===== src/rtl/dcw_pkg.sv =====
package dcw_pkg;
  typedef enum logic [2:0] {
    SER_IDLE,
    SER_LOW,
    SER_HIGH,
    SER_END,
    SER_GAP
  } ser_state_t;

  localparam int FILL_BITS = 4;
endpackage


===== src/rtl/dcw_frame_buf.sv =====
module dcw_frame_buf #(
  parameter int N_DEV   = 3,
  parameter int CODE_W  = 12,
  parameter int FRAME_W = 16
) (
  input  logic              clk,
  input  logic              rst_n,
  input  logic              load,
  input  logic [CODE_W-1:0] code,
  input  logic              take,
  input  logic              shift,
  output logic              top_bit,
  output logic              full
);
  localparam int TOT = N_DEV * FRAME_W;
  localparam int CW  = $clog2(N_DEV + 1);

  logic [TOT-1:0] stream;
  logic [CW-1:0]  cnt;

  assign full    = (cnt == CW'(N_DEV));
  assign top_bit = stream[TOT-1];

  always_ff @(posedge clk) begin
    if (!rst_n) begin
      stream <= '0;
      cnt    <= '0;
    end else begin
      if (load) begin
        // new frame enters at the low end; upper fill bits come in as zeros
        stream <= (stream << FRAME_W) | {{(TOT-CODE_W){1'b0}}, code};
        cnt    <= cnt + CW'(1);
      end else if (shift) begin
        stream <= {stream[TOT-2:0], 1'b0};
      end
      if (take) cnt <= '0;
    end
  end


  load_not_full_chk: assert property (@(posedge clk) disable iff (!rst_n)
    load |-> (cnt < CW'(N_DEV)));

  take_when_full_chk: assert property (@(posedge clk) disable iff (!rst_n)
    take |-> full);

  no_load_while_shift_chk: assert property (@(posedge clk) disable iff (!rst_n)
    shift |-> !load);
endmodule


===== src/rtl/dcw_serializer.sv =====
module dcw_serializer
  import dcw_pkg::*;
#(
  parameter int TOT        = 48,
  parameter int HALF_CYC   = 2,
  parameter int CSHIGH_CYC = 5
) (
  input  logic clk,
  input  logic rst_n,
  input  logic frames_ready,
  output logic sclk,
  output logic cs_n,
  output logic take,
  output logic shift,
  output logic rise_evt,
  output logic xfer_end,
  output logic busy
);
  localparam int TMAX = (HALF_CYC > CSHIGH_CYC) ? HALF_CYC : CSHIGH_CYC;
  localparam int TW   = $clog2(TMAX + 1);
  localparam int BW   = $clog2(TOT + 1);

  ser_state_t    state;
  logic [TW-1:0] tcnt;
  logic [BW-1:0] bits_left;
  logic          half_done, gap_done;

  assign half_done = (tcnt == TW'(HALF_CYC - 1));
  assign gap_done  = (tcnt == TW'(CSHIGH_CYC - 1));
  assign take      = (state == SER_IDLE) && frames_ready;
  assign rise_evt  = (state == SER_LOW)  && half_done;
  assign shift     = (state == SER_HIGH) && half_done;
  assign xfer_end  = (state == SER_END)  && half_done;
  assign busy      = (state != SER_IDLE);

  always_ff @(posedge clk) begin
    if (!rst_n) begin
      state     <= SER_IDLE;
      tcnt      <= '0;
      bits_left <= '0;
      sclk      <= 1'b0;
      cs_n      <= 1'b1;
    end else begin
      unique case (state)
        SER_IDLE: begin
          tcnt <= '0;
          if (frames_ready) begin
            cs_n      <= 1'b0;
            bits_left <= BW'(TOT);
            state     <= SER_LOW;
          end
        end
        SER_LOW: begin
          if (half_done) begin
            sclk  <= 1'b1;
            tcnt  <= '0;
            state <= SER_HIGH;
          end else tcnt <= tcnt + TW'(1);
        end
        SER_HIGH: begin
          if (half_done) begin
            sclk      <= 1'b0;
            tcnt      <= '0;
            bits_left <= bits_left - BW'(1);
            state     <= (bits_left == BW'(1)) ? SER_END : SER_LOW;
          end else tcnt <= tcnt + TW'(1);
        end
        SER_END: begin
          if (half_done) begin
            cs_n  <= 1'b1;
            tcnt  <= '0;
            state <= SER_GAP;
          end else tcnt <= tcnt + TW'(1);
        end
        SER_GAP: begin
          if (gap_done) begin
            tcnt  <= '0;
            state <= SER_IDLE;
          end else tcnt <= tcnt + TW'(1);
        end
        default: state <= SER_IDLE;
      endcase
    end
  end


  all_bits_out_chk: assert property (@(posedge clk) disable iff (!rst_n)
    $rose(cs_n) |-> (bits_left == '0));

  clock_low_at_select_chk: assert property (@(posedge clk) disable iff (!rst_n)
    $fell(cs_n) |-> !sclk);

  busy_through_gap_chk: assert property (@(posedge clk) disable iff (!rst_n)
    $rose(cs_n) |-> busy);
endmodule


===== src/rtl/dcw_readback.sv =====
module dcw_readback #(
  parameter int TOT = 48
) (
  input  logic clk,
  input  logic rst_n,
  input  logic rise_evt,
  input  logic sent_bit,
  input  logic miso,
  input  logic xfer_start,
  input  logic xfer_end,
  output logic mismatch
);
  logic [TOT-1:0] sent_sr, prev_sr;
  logic           prev_ok, err_acc;

  always_ff @(posedge clk) begin
    if (!rst_n) begin
      sent_sr  <= '0;
      prev_sr  <= '0;
      prev_ok  <= 1'b0;
      err_acc  <= 1'b0;
      mismatch <= 1'b0;
    end else begin
      if (xfer_start) err_acc <= 1'b0;
      if (rise_evt) begin
        sent_sr <= {sent_sr[TOT-2:0], sent_bit};
        prev_sr <= {prev_sr[TOT-2:0], 1'b0};
        if (prev_ok && (miso != prev_sr[TOT-1])) err_acc <= 1'b1;
      end
      if (xfer_end) begin
        prev_sr  <= sent_sr;
        prev_ok  <= 1'b1;
        mismatch <= prev_ok && err_acc;
      end
    end
  end


  flag_moves_at_end_chk: assert property (@(posedge clk) disable iff (!rst_n)
    !xfer_end |=> $stable(mismatch));

  first_xfer_clean_chk: assert property (@(posedge clk) disable iff (!rst_n)
    (xfer_end && !prev_ok) |=> !mismatch);
endmodule


===== src/rtl/dac_chain_writer.sv =====
module dac_chain_writer #(
  parameter int N_DEV      = 3,
  parameter int CODE_W     = 12,
  parameter int FRAME_W    = 16,
  parameter int HALF_CYC   = 2,
  parameter int CSHIGH_CYC = 5,
  parameter bit CHECK_EN   = 1'b1
) (
  input  logic              clk,
  input  logic              rst_n,
  input  logic              in_valid,
  output logic              in_ready,
  input  logic [CODE_W-1:0] in_code,
  output logic              sclk,
  output logic              cs_n,
  output logic              mosi,
  input  logic              miso,
  output logic              busy,
  output logic              mismatch
);
  localparam int TOT = N_DEV * FRAME_W;
  localparam int HW  = $clog2(CSHIGH_CYC + 1);

  logic full, top_bit, load, take, shift, rise_evt, xfer_end;

  assign in_ready = !full && !busy;
  assign load     = in_valid && in_ready;
  assign mosi     = !cs_n && top_bit;

  dcw_frame_buf #(.N_DEV(N_DEV), .CODE_W(CODE_W), .FRAME_W(FRAME_W)) u_buf (
    .clk(clk), .rst_n(rst_n), .load(load), .code(in_code), .take(take),
    .shift(shift), .top_bit(top_bit), .full(full)
  );

  dcw_serializer #(.TOT(TOT), .HALF_CYC(HALF_CYC), .CSHIGH_CYC(CSHIGH_CYC)) u_ser (
    .clk(clk), .rst_n(rst_n), .frames_ready(full), .sclk(sclk), .cs_n(cs_n),
    .take(take), .shift(shift), .rise_evt(rise_evt), .xfer_end(xfer_end), .busy(busy)
  );

  generate
    if (CHECK_EN) begin : g_rb
      dcw_readback #(.TOT(TOT)) u_rb (
        .clk(clk), .rst_n(rst_n), .rise_evt(rise_evt), .sent_bit(top_bit),
        .miso(miso), .xfer_start(take), .xfer_end(xfer_end), .mismatch(mismatch)
      );
    end else begin : g_no_rb
      assign mismatch = 1'b0;
    end
  endgenerate

  // select-high length seen at the ports, saturating
  logic [HW-1:0] hi_cnt;
  always_ff @(posedge clk) begin
    if (!rst_n) hi_cnt <= HW'(CSHIGH_CYC);
    else if (!cs_n) hi_cnt <= '0;
    else if (hi_cnt != HW'(CSHIGH_CYC)) hi_cnt <= hi_cnt + HW'(1);
  end


  clock_idle_low_chk: assert property (@(posedge clk) disable iff (!rst_n)
    cs_n |-> !sclk);

  data_stable_high_chk: assert property (@(posedge clk) disable iff (!rst_n)
    (sclk && $past(sclk)) |-> $stable(mosi));

  select_rise_low_clock_chk: assert property (@(posedge clk) disable iff (!rst_n)
    $rose(cs_n) |-> (!sclk && !$past(sclk)));

  min_high_time_chk: assert property (@(posedge clk) disable iff (!rst_n)
    $fell(cs_n) |-> ($past(hi_cnt) == HW'(CSHIGH_CYC)));

  ready_not_busy_chk: assert property (@(posedge clk) disable iff (!rst_n)
    busy |-> !in_ready);
endmodule


===== config.mk =====
export PLATFORM = sky130hd
export DESIGN_NAME = dac_chain_writer
export DESIGN_NICKNAME = d
export VERILOG_FILES = /design/src/rtl/dcw_pkg.sv /design/src/rtl/dcw_frame_buf.sv /design/src/rtl/dcw_serializer.sv /design/src/rtl/dcw_readback.sv /design/src/rtl/dac_chain_writer.sv
export SDC_FILE = /design/constraint.sdc
export NUM_CORES = 1
export LEC_CHECK = 0
export BUFFER_PORTS_ARGS = -buffer_cell sky130_fd_sc_hd__buf_4
export CAP_MARGIN = 5
export CORE_ASPECT_RATIO = 1.5
export CORE_MARGIN = 2
export CORE_UTILIZATION = 55
export DETAILED_ROUTE_END_ITERATION = 7
export PLACE_DENSITY = 0.75
export RECOVER_POWER = 25
export SYNTH_ARGS = -nofsm -noshare
export SYNTH_HDL_FRONTEND = slang
export SYNTH_SLANG_ARGS = --single-unit

===== constraint.sdc =====
create_clock -name clk -period 1.8 [get_ports clk]
set_clock_uncertainty 0.15 [all_clocks]
set_input_delay 0.27 -clock clk [delete_from_list [all_inputs] [get_ports clk]]
set_output_delay 0.27 -clock clk [all_outputs]
set_load 0.01 [all_outputs]

==> key figures <==
Status
  – Status: finished, violations left
  – Failing checks: negative setup slack

Final layout
  – Layout net count: 830
  – P&R area growth vs syn: 15.8%
  – FILL cells: 981
  – Fraction of layout cells with a size suffix above 1: 0.124
  – Total inserted antenna cells: 0
  – Non-Filler Instances: 974
  – Final Cell Area: 7830 sq um

Floorplanning
  – Initial Util: 0.563
  – Die Span Y: 140 um
  – Rows: 49
  – Core box area: 12000 sq um
  – I/O pin count: 22
  – Die X: 94.6 um
  – Die Area: 13200 sq um

STA
  – Final Setup Violations: 1
  – Max-slew headroom: 0.682
  – Final Hold Fails: 0
  – Setup repair after global routing missed its margin: yes
  – Final worst path period need: 1.81 ns
  – Fin worst setup slack: -0.0130 ns
  – Fmax: 552 MHz
  – Sum Neg Setup Slack: -0.0130 ns
  – Tightest Pin Transition: 0.478 ns
  – Tcrit/Tclk final: 1.01
  – Max Slew Vio Count: 0

CTS
  – Clk pin slew, worst setup/hold paths: 0.06 ns
  – Cts bufs inserted: 17
  – Worst skew pair latency: 0.42 ns
  – Root Buffer: clkbuf_16
  – CTS tree: done
  – CTS max path bufs: 2
  – Clk sink count: 163
  – Number of H-tree levels: 4

Critical path
  – Crit path from: u_ser.state[2]
  – CP top delay family: simple AND/OR/NAND/NOR gates
  – Worst endpoint required time: 1.38 ns
  – Slowest CP cell: or3_4
  – Buffer and inverter count on the worst path: 2
  – Reg-to-reg endpoint: u_ser.bits_left[2]
  – CP arrival: 1.39 ns
  – CP peak stage delay: 0.38 ns
  – Setup CP Type: register to primary output
  – Reg2Reg Depth: 7
  – Worst-path cell chain: buf_6 > or3_4 > buf_6
  – Crit path max fanout: 3
  – Most used cell, CP: buf_6
  – Startpoint Class: register
  – Worst R2R Setup Slack: 0 ns
  – Crit. End Element: primary output
  – FF-to-FF Start: u_ser.tcnt[1]

Global route
  – Total grt overflow: 0
  – Largest net degree at the start of global routing: 111
  – Initial antenna violation count: 0
  – GR Util All Layers: 0.207
  – Global-route wire length before repair: 22300 um
  – Number of global-route vias before repair: 5157

Placement
  – Hpwl dp: 8050 um
  – Buffers added on ports: 21
  – Placed Area: 6970 sq um
  – Placed Instances: 927
  – Gpl congestion: 0.765

Logic synthesis
  – Synth top area share: 0.482
  – Main flop type after synthesis: dfxtp_1
  – Flip-flop and latch count after synthesis: 163
  – Cell taking the most area after synthesis: dfxtp_1
  – Synthesized instance count: 800
  – Synthesized area: 6770 sq um
  – Seq/Total Area, Yosys: 0.482
  – Synth unique cells: 40
  – Syn Nets: 822
  – Area contributors post-synth: dfxtp_1 (48%), nand2_1 (11%), mux2i_1 (7.2%)
  – EDFF count, synth: 0
  – Async S/R FF share, synth: 0
  – Synthesized area per cell: 8.46 sq um
  – Synth Warn #: 0

Route
  – Post-route ant nets: 0
  – 1st-iter DRT viols: 296
  – Residual DRC count: 0
  – Total Wirelength: 14000 um
  – Via count: 5577
  – Vias/cell: 5.73
  – DRT Pass-1 Iters: 5
  – DR WL/cell: 14.4 um

Worst hold path
  – Hold Path Class: input pin to register
  – Hold path startpoint: in_code[1]
  – WHS Path Cells: 3
  – Worst hold endpoint: u_buf.stream[1]

Power
  – Leak pwr: 2.51 nW
  – Max IR drop VDD: 0.000663 V
  – Pwr/cell area: 1000 nW/um^2

Run
  – Number of max-cap violations: 0
## registers in the layout (all words and copies together), names as in the netlist
register and flops:
u_buf.stream 48, g_rb.u_rb.prev_sr 48, u_ser.tcnt 3, u_buf.cnt 2, u_ser.state 3, u_ser.sclk 1
u_ser.bits_left 6, g_rb.u_rb.mismatch 1, u_ser.cs_n 1, g_rb.u_rb.sent_sr 48, g_rb.u_rb.prev_ok 1, g_rb.u_rb.err_acc 1
## area by class of cell
cell class | instances | area [sq um] | area share
Multi-Input combinational cell | 565 | 3140 | 0.401
Clock buffer | 17 | 425 | 0.0543
Timing Repair Buffer | 55 | 586 | 0.0747
Tap cell | 153 | 191 | 0.0244
Inverter | 6 | 23.8 | 0.00303
Sequential cell | 163 | 3280 | 0.418
Clock inverter | 15 | 193 | 0.0246
## worst reg2reg max path, delay by kind of cell, from the launching register on
kind                     cells  cell delay (ns)
buffers and inverters        2             0.22
AO/OA/AOI/OAI                1             0.29
adder cells (fa/ha/maj)      1             0.19
AND/OR/NAND/NOR              2             0.30
flip-flops                   1             0.37
XOR/XNOR                     1             0.18
## logic make-up after synthesis
| kind of cell | share of synthesized area |
|---|---|
| multiplexers | 0.0725 |
| flip-flops | 0.482 |
| AO/OA/AOI/OAI | 0.186 |
| XOR/XNOR | 0.00777 |
| AND/OR/NAND/NOR | 0.180 |
| adder cells (fa/ha/maj) | 0.0111 |
| buffers and inverters | 0.0605 |
## Yosys cell counts, types with 2 or more instances
cell type and n:
a211oi_1 47, a21oi_1 66, a31oi_1 43, and2_1 2, buf_2 15, buf_4 12
buf_6 10, clkbuf_1 29, dfxtp_1 163, ha_1 6, inv_1 6, mux2i_1 49
nand2_1 197, nand2b_1 2, nand3_1 8, nor2_1 59, nor2b_1 7, nor3_1 2
o2111ai_1 2, o211ai_1 4, o21ai_0 48, xor2_1 5
## where the power goes
group / switching (W) / total [W] / leakage (nW) / internal, W
sequential: 0.0000636 / 0.00375 / 1.33 / 0.00369
combinational: 0.000195 / 0.000330 / 0.885 / 0.000135
clock: 0.00154 / 0.00377 / 0.302 / 0.00222
total: 0.00180 / 0.00785 / 2.51 / 0.00605
## per-layer routing
layer | vias to the layer above | part of all wire | routed length, um | GRT usage
met5 | - | 0 | 0 | 0
met2 | 128 | 0.51 | 7150 | 0.366
met1 | 2631 | 0.43 | 5970 | 0.235
li1 | 2783 | - | - | -
met3 | 35 | 0.036 | 499 | 0.0476
met4 | 0 | 0.029 | 409 | 0.0870
## placed cells by master, fill, tap and decap left out, types with 2 or more instances in the layout
| master | count |
|---|---|
| nor2b_1 | 6 |
| dfxtp_4 | 3 |
| buf_4 | 31 |
| a31oi_1 | 43 |
| buf_12 | 8 |
| o211ai_1 | 4 |
| clkbuf_1 | 4 |
| nand2_1 | 197 |
| o21ai_2 | 3 |
| inv_6 | 7 |
| nand2b_1 | 2 |
| dlygate4sd3_1 | 2 |
| buf_6 | 6 |
| a21oi_1 | 66 |
| clkinv_4 | 2 |
| inv_1 | 5 |
| clkinv_2 | 2 |
| a211oi_1 | 46 |
| nand3_1 | 8 |
| bufinv_16 | 3 |
| dfxtp_1 | 159 |
| o21ai_1 | 23 |
| xor2_1 | 5 |
| clkbuf_16 | 20 |
| ha_1 | 5 |
| o21ai_0 | 22 |
| nor2_1 | 59 |
| mux2i_1 | 49 |
## worst max path at each step
stage / endpoint / slack (ns) / cells after the start
after floorplan: u_ser.sclk / 0.08 / 8
after global placement: u_ser.bits_left[4] / 0.10 / 7
after detailed placement: u_ser.bits_left[5] / -0.02 / 7
after CTS: busy / -0.04 / 3
after global routing: u_ser.bits_left[2] / -0.06 / 7
final: busy / -0.01 / 3
## timing repair
item | 4_1_cts | 5_1_grt
hold buffers | 2 | 0
hold endpoints to repair | 2 | 0
buffers inserted | 9 | 1
endpoints found under the setup margin | 4 | 74
resized for setup | 13 | 43
gates cloned | 0 | 3
pin swaps | 2 | 5
## per-stage QoR
stage | setup WS [ns] | power [W] | hold slack, ns | util
6_report | -0.0130 | 0.00785 | 0.00295 | 0.652
5_1_grt | -0.0601 | 0.00811 | 0.0199 | 0.652
4_1_cts | -0.0354 | 0.00789 | 0.00236 | 0.642
3_5_place_dp | -0.0231 | 0.00413 | 0.298 | 0.580
3_3_place_gp | 0.101 | 0.00411 | 0.292 | 0.580
2_1_floorplan | 0.0778 | 0.00404 | 0.256 | -
(Power assumes the default switching activity.)
